File: config.mk
export PLATFORM = sky130hd
export DESIGN_NAME = irqc_top
export DESIGN_NICKNAME = d
export VERILOG_FILES = /design/src/rtl/irqc_pkg.sv /design/src/rtl/irqc_timer.sv /design/src/rtl/irqc_line.sv /design/src/rtl/irqc_top.sv
export SDC_FILE = /design/constraint.sdc
export NUM_CORES = 1
export LEC_CHECK = 0
export CAP_MARGIN = 20
export CORE_MARGIN = 4
export CORE_UTILIZATION = 31
export DETAILED_ROUTE_END_ITERATION = 10
export GPL_ROUTABILITY_DRIVEN = 1
export PLACE_DENSITY = 0.61
export SLEW_MARGIN = 20
export SYNTH_ARGS = -nofsm -noshare
export SYNTH_HDL_FRONTEND = slang
export SYNTH_HIERARCHICAL = 1
export SYNTH_SLANG_ARGS = --single-unit
File: constraint.sdc
create_clock -name clk -period 2.8 [get_ports clk]
set_clock_uncertainty 0.15 [all_clocks]
set_input_delay 0.28 -clock clk [delete_from_list [all_inputs] [get_ports clk]]
set_output_delay 0.28 -clock clk [all_outputs]
set_load 0.01 [all_outputs]
File: src/rtl/irqc_pkg.sv
package irqc_pkg;
    localparam int LINE_TIMER = 0;
    localparam int LINE_ILL   = 1;
    localparam int LINE_BUS   = 2;

    typedef struct packed {
        logic fire;
        logic ill;
        logic bus;
    } int_src_t;

    function automatic logic next_pend(input logic hard, input logic latched,
                                       input logic cur, input logic clr,
                                       input logic src);
        if (hard)
            return 1'b0;
        else if (latched)
            return (cur & ~clr) | src;
        else
            return src;
    endfunction
endpackage

File: src/rtl/irqc_timer.sv
module irqc_timer #(
    parameter int TMR_W = 32
) (
    input  logic             clk,
    input  logic             rst,
    input  logic             ld,
    input  logic [TMR_W-1:0] wdata,
    output logic [TMR_W-1:0] count,
    output logic             fire
);
    localparam logic [TMR_W-1:0] ONE = TMR_W'(1);

    assign fire = !ld && (count == ONE);

    always_ff @(posedge clk) begin
        if (rst)
            count <= '0;
        else if (ld)
            count <= wdata;
        else if (count != '0)
            count <= count - ONE;
    end
endmodule

File: src/rtl/irqc_line.sv
module irqc_line
    import irqc_pkg::*;
#(
    parameter logic HARD    = 1'b0,
    parameter logic LATCHED = 1'b1
) (
    input  logic clk,
    input  logic rst,
    input  logic src,
    input  logic clr,
    output logic pend
);
    always_ff @(posedge clk) begin
        if (rst)
            pend <= 1'b0;
        else
            pend <= next_pend(HARD, LATCHED, pend, clr, src);
    end
endmodule

File: src/rtl/irqc_top.sv
module irqc_top
    import irqc_pkg::*;
#(
    parameter int                N_IRQ       = 32,
    parameter int                TMR_W       = 32,
    parameter logic [N_IRQ-1:0]  HARD_MASK   = '0,
    parameter logic [N_IRQ-1:0]  LATCH_MASK  = '1,
    parameter logic [31:0]       HANDLER_VEC = 32'h0000_0010
) (
    input  logic             clk,
    input  logic             rst,
    input  logic [N_IRQ-1:0] irq_in,
    input  logic             ev_illegal,
    input  logic             ev_buserr,
    input  logic             mask_wr,
    input  logic [N_IRQ-1:0] mask_wdata,
    output logic [N_IRQ-1:0] mask_rd,
    input  logic             tmr_ld,
    input  logic [TMR_W-1:0] tmr_wdata,
    output logic [TMR_W-1:0] tmr_rd,
    input  logic             wait_req,
    output logic             wait_ready,
    output logic [N_IRQ-1:0] pend_o,
    output logic             irq_take,
    output logic [31:0]      irq_vec,
    output logic [N_IRQ-1:0] svc_mask,
    input  logic             irq_enter,
    input  logic             irq_ret,
    output logic [N_IRQ-1:0] eoi,
    output logic             halt
);
    logic [N_IRQ-1:0] mask_q, eoi_q, src, clr, pend;
    logic             halt_q, enter_ok, in_handler;
    int_src_t         isrc;

    irqc_timer #(.TMR_W(TMR_W)) u_tmr (
        .clk(clk), .rst(rst), .ld(tmr_ld), .wdata(tmr_wdata),
        .count(tmr_rd), .fire(isrc.fire)
    );

    assign isrc.ill = ev_illegal;
    assign isrc.bus = ev_buserr;

    always_comb begin
        src = irq_in;
        src[LINE_TIMER] = irq_in[LINE_TIMER] | isrc.fire;
        src[LINE_ILL]   = irq_in[LINE_ILL]   | isrc.ill;
        src[LINE_BUS]   = irq_in[LINE_BUS]   | isrc.bus;
    end

    for (genvar i = 0; i < N_IRQ; i++) begin : g_line
        irqc_line #(.HARD(HARD_MASK[i]), .LATCHED(LATCH_MASK[i])) u_line (
            .clk(clk), .rst(rst), .src(src[i]), .clr(clr[i]), .pend(pend[i])
        );
    end

    assign in_handler = |eoi_q;
    assign svc_mask   = pend & ~mask_q;
    assign irq_take   = !in_handler && (|svc_mask);
    assign enter_ok   = irq_enter && irq_take;
    assign clr        = enter_ok ? svc_mask : '0;

    always_ff @(posedge clk) begin
        if (rst) begin
            mask_q <= '1;
            eoi_q  <= '0;
            halt_q <= 1'b0;
        end else begin
            if (mask_wr)
                mask_q <= mask_wdata;
            if (enter_ok)
                eoi_q <= svc_mask;
            else if (irq_ret)
                eoi_q <= '0;
            if ((ev_illegal && mask_q[LINE_ILL]) || (ev_buserr && mask_q[LINE_BUS]))
                halt_q <= 1'b1;
        end
    end

    assign mask_rd    = mask_q;
    assign pend_o     = pend;
    assign eoi        = eoi_q;
    assign halt       = halt_q;
    assign irq_vec    = HANDLER_VEC;
    assign wait_ready = wait_req && (|pend);
endmodule

==> reports/results.txt, run 1 <==
outcome: finished, final reports clean
Crit Path Max Fanout: 3
P&R area growth vs syn: 55.9%
CP required: 2.37 ns
Max IR drop VDD: 0.408 mV
dpl hpwl: 17,400 um
GR Overflow Total: 0
diodes inserted: 0
Routed WL: 22,300 um
slew margin rel.: 0.251
final worst path period share: 0.940
RSZ-0062 raised after global routing: no
htree depth: 4
commonest cells in the netlist: dfxtp_1, nand2b_1, inv_1, nor2_1
WL/cell: 17.6 um
Via density: 4.73
Die ar.: 22,700 um^2
final hold vios: 0
WS Path Type: flop to output pin
min Tclk post-route: 2.63 ns
layout cells sized above 1: 0.120
via count: 5,995
total track usage: 0.189
number of synthesized flops with an enable pin: 0
Power, Total: 5.57 mW
Post-Synthesis Cells: 712
leak pwr: 4.17 nW
Hold Path Depth: 2
crit path launch type: flop
Die Y: 151 um
Comb pwr share: 0.214
Netlist cell types: 59
synthesized area: 6320 um^2
number of setup violations in the final report: 0
DR DRC count: 0
post-synthesis async set-or-reset flop share: 0
cell taking the most area after synthesis: dfxtp_1
post-synthesis sequential area ratio: 0.409
Routed Antenna Nets: 0
Synth top area share: 0.409
WHS: 0.134 ns
# IOs: 300
Worst Max-Slew Pin Slew: 1.12 ns
routability cong.: 0.817
Setup TNS: 0 ns
switching part of the total power: 0.278
worst hold path type: primary input to flop
largest net degree at the start of global routing: 45
Fmax: 0.380 GHz
worst-skew pair later-pin latency: 0.41 ns
CTS hold repair buffers: 0
Hold Path Origin: rst
Clk pwr share: 0.413
kind of end point of the critical path: output pin
#FFs+latches synth: 129
NetSw: 1.55 mW
syn avg cell area: 8.87 um^2
vias in the first global route: 5,653
clock buffer depth: 2
Pint: 4.02 mW
RR Endpoint: u_tmr/count[3]
most frequent cell after synthesis: dfxtp_1
top cells by area, synth: dfxtp_1, nand2b_1, a211o_1
Port Buf Inserts: 267
Power per Cell Area: 566 nW/um^2
crit path DAT: 2.20 ns
clk slew on worst S/H paths: 0.06 ns
r2r setup slk: 0.32 ns
row cnt: 51
initial antenna violation count: 0
starting density of the core: 0.319
fin. max-slew vios: 0
Root Buffer: clkbuf_16
Pre-Repair DR Iteration Count: 4
Hold Crit Endpoint: g_line[17].u_line/pend
commonest register cell after synthesis: dfxtp_1
first-pass GRT wire length: 33,000 um
cts bufs inserted: 17
core area: 19,800 um^2
clock sinks: 129
CTS tree: yes
reg2reg start: u_tmr/count[1]
final net count: 1,096
Worst R2R Path Depth: 7
synth warn: 6
Initial DRC Count: 271
die width: 151 um
maxcap violations: 0
Seq pwr share: 0.373
## layout by cell type, fill, tap and decap left out, types with 3 or more instances in the layout
cell type        count
and2_1               3
or3_2                6
clkdlybuf4s50_1    265
a21oi_1              7
clkinv_2             4
clkinvlp_4           3
a22o_1              32
clkbuf_16           17
nand2_1             24
a21oi_2             32
nand3_1              5
a211o_1             33
or4_1                6
nor2b_1             33
nor4_1              27
o211a_1              8
or2_2                5
buf_4               27
o21ai_0             14
dfxtp_1            129
nand2b_1            73
conb_1              32
nor4_4               3
nor2_1              44
xnor2_1             14
bufinv_16            3
inv_1               68
o31ai_1              3
nor3_1              10
xor2_1               8
or3_1                7
nand4_1             13
## state kept, by name (all words and copies together) (netlist names)
| name | flops |
|---|---|
| mask_rd | 32 |
| g_line.u_line/pend | 32 |
| u_tmr/count | 32 |
| eoi | 32 |
| halt | 1 |
## worst max-delay path, stage by stage (launching register included)
cell and delay (ns):
dfxtp_1 0.33, nor4_1 0.34, nand4_1 0.24, a211oi_1 0.27, clkdlybuf4s50_1 0.63
## what timing repair did
action | 4_1_cts | 5_1_grt
pin swaps | 1 | 1
resized for setup | 0 | 2
setup buffers | 1 | 1
endpoints found under the setup margin | 1 | 1
## worst max path at each step
stage | startpoint | endpoint | slack [ns] | cells after the start
after CTS | eoi[15] | irq_take | 0.06 | 4
after detailed placement | u_tmr/count[0] | u_tmr/count[3] | 0.33 | 7
after global routing | eoi[31] | irq_take | 0.003 | 4
after floorplan | u_tmr/count[0] | u_tmr/count[26] | 0.51 | 8
final | eoi[15] | irq_take | 0.17 | 4
after global placement | eoi[31] | irq_take | 0.43 | 4
## per-layer routing
layer | GRT usage | share of wire | vias to the layer above
met2 | 0.319 | 0.50 | 191
met1 | 0.234 | 0.41 | 2812
met4 | 0.0444 | 0.013 | 0
met3 | 0.0644 | 0.077 | 14
li1 | - | - | 2978
met5 | 0 | 0 | -
## layout make-up
| type | count | area (um^2) |
|---|---|---|
| inverters | 69 | 259 |
| multi-input cells | 479 | 3200 |
| repair buffers | 293 | 2860 |
| flip-flops and latches | 129 | 2580 |
| well taps | 265 | 332 |
| clock inverters | 13 | 159 |
| fillers | 1930 | 9930 |
| clock buffers | 19 | 453 |
## stage by stage
| step | worst slack [ns] | std cells | area [um^2] | util |
|---|---|---|---|---|
| floorplan | 0.511 | 742 | 6430 | - |
| global placement | 0.430 | 1233 | 9210 | 0.466 |
| detailed placement | 0.335 | 1233 | 9210 | 0.466 |
| CTS | 0.0567 | 1266 | 9830 | 0.497 |
| global route | 0.00272 | 1267 | 9850 | 0.498 |
| finish | 0.169 | 1267 | 9850 | 0.498 |
## power groups by stage
stage | clock network (mW) | logic [mW] | registers, mW
finish | 2.30 | 1.19 | 2.08
global route | 2.44 | 1.29 | 2.10
CTS | 2.36 | 1.20 | 2.08
detailed placement | 0 | 1.19 | 2.12
global placement | 0 | 1.18 | 2.12
floorplan | 0 | 0.565 | 2.14
## cell families after synthesis
family | count (synthesis) | share of synthesized area
AND/OR/NAND/NOR | 275 | 0.256
multiplexers | 1 | 0.00158
AO/OA/AOI/OAI | 147 | 0.193
buffers and inverters | 134 | 0.106
other | 2 | 0.00119
flip-flops | 129 | 0.409
adder cells (fa/ha/maj) | 2 | 0.00396
XOR/XNOR | 22 | 0.0305
(Power assumes the default switching activity.)
==> inputs of run 2 (changes only) <==
--- a/config.mk
+++ b/config.mk
@@ -12,4 +12,5 @@
 export GPL_ROUTABILITY_DRIVEN = 1
 export PLACE_DENSITY = 0.61
+export RECOVER_POWER = 50
 export SLEW_MARGIN = 20
 export SYNTH_ARGS = -nofsm -noshare
==> constraint.sdc (replaced) <==
create_clock -name clk -period 2.8 [get_ports clk]
set_clock_uncertainty 0.15 [all_clocks]
set_input_delay 0.56 -clock clk [delete_from_list [all_inputs] [get_ports clk]]
set_output_delay 0.56 -clock clk [all_outputs]
set_load 0.01 [all_outputs]
==> reports/results.txt, run 2 (synthesized netlist as in run 1, its figures left out) <==
cts bufs inserted: 17 (unchanged)
most frequent cells in the layout: clkdlybuf4s50_1, dfxtp_1, dlygate4sd3_1, nand2b_1, inv_1 (was clkdlybuf4s50_1, dfxtp_1, nand2b_1, inv_1, nor2_1)
worst-skew pair later-pin latency: 0.41 ns (about the same)
Comb pwr share: 0.214 (about the same)
FF/Latch Area: 2580 um^2 (unchanged)
Setup Slack @ Placement: 0.0646 ns (was 0.335 ns)
starting density of the core: 0.319 (unchanged)
Clk pwr share: 0.404 (was 0.413)
Seq pwr share: 0.382 (was 0.373)
dpl cells: 1,237 (was 1,233)
final cell count without fillers: 1,269 (was 1,267)
worst hold path type: flop to flop (was primary input to flop)
slew margin rel.: -0.111 (was 0.251)
via count: 5,957 (was 5,995)
Initial DRC Count: 253 (was 271)
Max IR drop VDD: 0.373 mV (was 0.408 mV)
WS Path Type: flop to output pin (unchanged)
total track usage: 0.194 (was 0.189)
Die ar.: 22,700 um^2 (unchanged)
# IOs: 300 (unchanged)
largest net degree at the start of global routing: 49 (was 45)
min Tclk post-route: 2.62 ns (was 2.63 ns)
Worst Max-Slew Pin Slew: 1.67 ns (was 1.12 ns)
multi-input combinational cell area: 3220 um^2 (was 3200 um^2)
Routed Antenna Nets: 0 (unchanged)
Area after DPL: 9240 um^2 (was 9210 um^2)
final net count: 1,099 (was 1,096)
Die Y: 151 um (unchanged)
Port Buf Inserts: 267 (unchanged)
Fmax: 0.382 GHz (was 0.380 GHz)
Crit Path Max Fanout: 3 (unchanged)
Routed WL: 22,500 um (was 22,300 um)
Power, Total: 5.44 mW (was 5.57 mW)
P&R area growth vs syn: 55.8% (was 55.9%)
clock buffer depth: 2 (unchanged)
fin. max-slew vios: 37 (was 0)
CTS tree: yes (unchanged)
row cnt: 51 (unchanged)
die width: 151 um (unchanged)
clock sinks: 129 (unchanged)
first-pass GRT wire length: 33,800 um (was 33,000 um)
switching part of the total power: 0.279 (was 0.278)
routability cong.: 0.841 (was 0.817)
Power per Cell Area: 553 nW/um^2 (was 566 nW/um^2)
RSZ-0062 raised after global routing: no (unchanged)
leak pwr: 4.26 nW (was 4.17 nW)
crit path DAT: 1.91 ns (was 2.20 ns)
Pre-Repair DR Iteration Count: 5 (was 4)
crit path launch type: flop (unchanged)
number of setup violations in the final report: 0 (unchanged)
DR DRC count: 0 (unchanged)
kind of end point of the critical path: output pin (unchanged)
clk slew on worst S/H paths: 0.06 ns (about the same)
layout cells sized above 1: 0.119 (was 0.120)
core area: 19,800 um^2 (unchanged)
Root Buffer: clkbuf_16 (unchanged)
Setup TNS: 0 ns (unchanged)
commonest non-fill, non-tap cell in the layout: clkdlybuf4s50_1 (unchanged)
Via density: 4.69 (was 4.73)
final hold vios: 0 (unchanged)
WL/cell: 17.7 um (was 17.6 um)
NetSw: 1.51 mW (was 1.55 mW)
diodes inserted: 0 (unchanged)
outcome: complete, but fails checks (was finished, final reports clean)
GR Overflow Total: 0 (unchanged)
Pint: 3.92 mW (was 4.02 mW)
dpl hpwl: 17,600 um (was 17,400 um)
htree depth: 4 (unchanged)
initial antenna violation count: 1 (was 0)
maxcap violations: 1 (was 0)
setup ws final: 0.182 ns (was 0.169 ns)
fillers: 1,881 (was 1,930)
final worst path period share: 0.935 (was 0.940)
vias in the first global route: 5,895 (was 5,653)
fin area: 9840 um^2 (was 9850 um^2)
violated checks: max-capacitance violations, max-slew violations
r2r setup slk: 0.31 ns (was 0.32 ns)
CP required: 2.09 ns (was 2.37 ns)
## run 2: metal layers
metal,global-route usage,vias to the layer above,routed length [um]
met5,0,-,20
met4,0.0721,2,481
met3,0.0641,33,1740
met2,0.320,194,11000
met1,0.235,2762,9310
li1,-,2966,-
## run 2: what timing repair did
action | 4_1_cts | 5_1_grt
endpoints found under the setup margin | 2 | 2
endpoints found under the hold margin | 0 | 0
hold buffers | 0 | 0
pin swaps | 1 | 0
gates resized for setup | 4 | 4
buffers inserted | 1 | 0
## run 2: final cells by class
type | instances | share of cell area
multi-input cells | 479 | 0.327
clock inverters | 9 | 0.0109
repair buffers | 296 | 0.292
well taps | 265 | 0.0337
inverters | 69 | 0.0263
clock buffers | 22 | 0.0482
flip-flops and latches | 129 | 0.262
## run 2: path summary, 6_finish.rpt
path / startpoint / end / cells after the start
setup reg to reg: eoi[7] / eoi[7] / 8
hold reg to reg: halt / halt / 2
hold / removal: halt / halt / 2
setup / recovery: eoi[7] / irq_take / 6
## run 2: metrics by stage
step / hold slack (ns) / utilization
after global routing: 0.373 / 0.497
after CTS: 0.346 / 0.498
after global placement: 0.328 / 0.467
after floorplan: 0.368 / -
final: 0.336 / 0.497
after detailed placement: 0.312 / 0.467
## run 2: worst max-delay path, stage by stage, from the launching register on
cell and delay, ns:
dfxtp_1 0.33, nor4_2 0.31, buf_4 0.15, nand4_1 0.08
buf_4 0.17, a211oi_1 0.16, clkdlybuf4s15_1 0.29
## run 2: power groups by stage
stage	registers, mW	logic [mW]	clock network (mW)
after CTS	2.08	1.20	2.26
after detailed placement	2.11	1.19	0
after global placement	2.11	1.20	0
after global routing	2.10	1.27	2.33
after floorplan	2.14	0.565	0
final	2.08	1.17	2.20
==> inputs of run 3 (changes only) <==
Settings changed: CELL_PAD_IN_SITES_DETAIL_PLACEMENT set to 1, CELL_PAD_IN_SITES_GLOBAL_PLACEMENT set to 1, CORE_UTILIZATION 31 to 27, PLACE_DENSITY 0.61 to 0.75.
Clock period 2.8 ns to 2.15 ns, I/O delays scaled along.
==> reports/results.txt, run 3 (synthesized netlist as in run 1, its figures left out) <==
outcome: complete, but fails checks (unchanged)
violated checks: negative setup slack (was max-capacitance violations, max-slew violations)
final hold vios: 0 (unchanged)
Die ar.: 25,900 um^2 (was 22,700 um^2)
# IOs: 300 (unchanged)
Routed WL: 30,300 um (was 22,500 um)
Crit Path Max Fanout: 2 (was 3)
crit path DAT: 1.75 ns (was 1.91 ns)
clk slew on worst S/H paths: 0.06 ns (about the same)
final worst path period share: 1.08
slew margin rel.: 0.192 (was -0.111)
routability cong.: 0.877 (was 0.841)
Hold Path Depth: 2 (unchanged)
Hold Crit Endpoint: g_line[27].u_line/pend (was halt)
WS Path Type: flop to output pin (unchanged)
fin. max-slew vios: 0 (was 37)
starting density of the core: 0.276 (was 0.319)
worst hold path type: flop to flop (unchanged)
final cell count without fillers: 1,492 (was 1,269)
first-pass GRT wire length: 43,800 um (was 33,800 um)
Power per Cell Area: 678 nW/um^2 (was 553 nW/um^2)
CTS tree: yes (unchanged)
largest net degree at the start of global routing: 37 (was 49)
GR Overflow Total: 0 (unchanged)
min Tclk post-route: 2.33 ns
dpl hpwl: 21,900 um (was 17,600 um)
dpl cells: 1,436 (was 1,237)
Via density: 4.69 (about the same)
die width: 161 um (was 151 um)
multi-input combinational cell area: 4010 um^2 (was 3220 um^2)
clock buffer depth: 2 (unchanged)
Routed Antenna Nets: 0 (unchanged)
Core Util, Final: 0.531 (was 0.497)
commonest non-fill, non-tap cell in the layout: clkdlybuf4s50_1 (unchanged)
leak pwr: 5.35 nW (was 4.26 nW)
crit path launch type: flop (unchanged)
row cnt: 55 (was 51)
Pre-Repair DR Iteration Count: 4 (was 5)
Hold Path Origin: g_line[27].u_line/pend (was halt)
htree depth: 4 (unchanged)
reg2reg start: eoi[2] (was eoi[7])
Max IR drop VDD: 0.445 mV (was 0.373 mV)
Die Y: 161 um (was 151 um)
WL/cell: 20.3 um (was 17.7 um)
final net count: 1,270 (was 1,099)
fillers: 2,625 (was 1,881)
Fmax: 0.430 GHz
Setup Slack @ Placement: -0.187 ns (was 0.0646 ns)
Initial DRC Count: 251 (was 253)
Setup TNS: -3.82 ns (was 0 ns)
worst-skew pair later-pin latency: 0.41 ns (about the same)
cts bufs inserted: 17 (unchanged)
most frequent cells in the layout: clkdlybuf4s50_1, buf_4, dfxtp_1, inv_1, nand2b_4 (was clkdlybuf4s50_1, dfxtp_1, dlygate4sd3_1, nand2b_1, inv_1)
core area: 22,800 um^2 (was 19,800 um^2)
DR DRC count: 0 (unchanged)
r2r setup slk: -0.17 ns (was 0.31 ns)
kind of end point of the critical path: output pin (unchanged)
vias in the first global route: 7,609 (was 5,895)
Root Buffer: clkbuf_16 (unchanged)
RSZ-0062 raised after global routing: yes (was no)
layout cells sized above 1: 0.370 (was 0.119)
clock sinks: 129 (unchanged)
initial antenna violation count: 3 (was 1)
maxcap violations: 0 (was 1)
FF/Latch Area: 2630 um^2 (was 2580 um^2)
Worst R2R Path Depth: 9 (was 8)
total track usage: 0.217 (was 0.194)
via count: 6,995 (was 5,957)
setup ws final: -0.176 ns (was 0.182 ns)
P&R area growth vs syn: 91.9% (was 55.8%)
number of setup violations in the final report: 42 (was 0)
Port Buf Inserts: 267 (unchanged)
RR Endpoint: g_line[24].u_line/pend (was eoi[7])
Worst Max-Slew Pin Slew: 1.21 ns (was 1.67 ns)
CP required: 1.57 ns (was 2.09 ns)
## run 3: changes by cell type in the layout (fill, tap and decap cells not counted), moves of 18 or more
| cell | previous run | this run |
|---|---|---|
| dlygate4sd3_1 | 82 | 28 |
| buf_4 | 24 | 186 |
| clkdlybuf4s50_1 | 181 | 199 |
| dlygate4sd2_1 | 0 | 30 |
| nor2_1 | 44 | 13 |
| nand2b_1 | 73 | 35 |
| dfxtp_1 | 129 | 93 |
| nand2b_4 | 0 | 38 |
| dfxtp_2 | 0 | 34 |
| nor2_4 | 0 | 27 |
## run 3: worst max-delay path: stages, from the launching register on
cell	delay [ns]
dfxtp_1	0.39
nand2b_1	0.19
nand4_1	0.21
nor4_4	0.30
a211oi_2	0.10
buf_2	0.15
## run 3: cell type report
type / count / share of cell area
Clock inverter: 11 / 0.0147
Inverter: 69 / 0.0225
Timing Repair Buffer: 467 / 0.344
Multi-Input combinational cell: 479 / 0.331
Clock buffer: 21 / 0.0380
Antenna cell: 3 / 0.000619
Tap cell: 313 / 0.0323
Sequential cell: 129 / 0.217
## run 3: stage by stage
stage / area, um^2 / power [mW] / hold WS (ns)
after floorplan: 6460 / 3.54 / 0.342
after global placement: 10500 / 4.59 / 0.320
after detailed placement: 10500 / 4.63 / 0.336
after CTS: 11600 / 8.08 / 0.238
after global routing: 12100 / 8.57 / 0.361
final: 12100 / 8.22 / 0.342
## run 3: how the worst max path moves through the flow
stage                                     start               to  slack, ns  cells past startpoint
after detailed placement            mask_rd[14]         irq_take      -0.19                      6
after global routing                mask_rd[12]         irq_take      -0.27                      6
after global placement    g_line[0].u_line/pend       wait_ready      -0.15                      5
after floorplan                  u_tmr/count[1]  u_tmr/count[26]      0.009                      8
final                               mask_rd[23]         irq_take      -0.18                      5
after CTS                            mask_rd[7]         irq_take      -0.22                      6
## run 3: where the power goes
part           total, mW  switching [mW]  internal [mW]
combinational       2.35            1.12           1.23
sequential          2.71           0.154           2.55
clock               3.16            1.15           2.02
total               8.22            2.42           5.80
## run 3: per-layer routing
metal	track usage	part of all wire	wire, um	vias to the layer above
li1	-	-	-	3310
met1	0.248	0.40	12100	3401
met2	0.382	0.51	15600	221
met3	0.0472	0.046	1400	63
met4	0.110	0.042	1290	0
met5	0	0	0	-
## run 3: timing repair
action / in CTS / in global routing
setup buffers: 6 / 16
cloned: 3 / 1
pin swaps: 18 / 49
setup endpoints to repair: 95 / 64
hold buffers: 0 / 0
resized for setup: 123 / 133
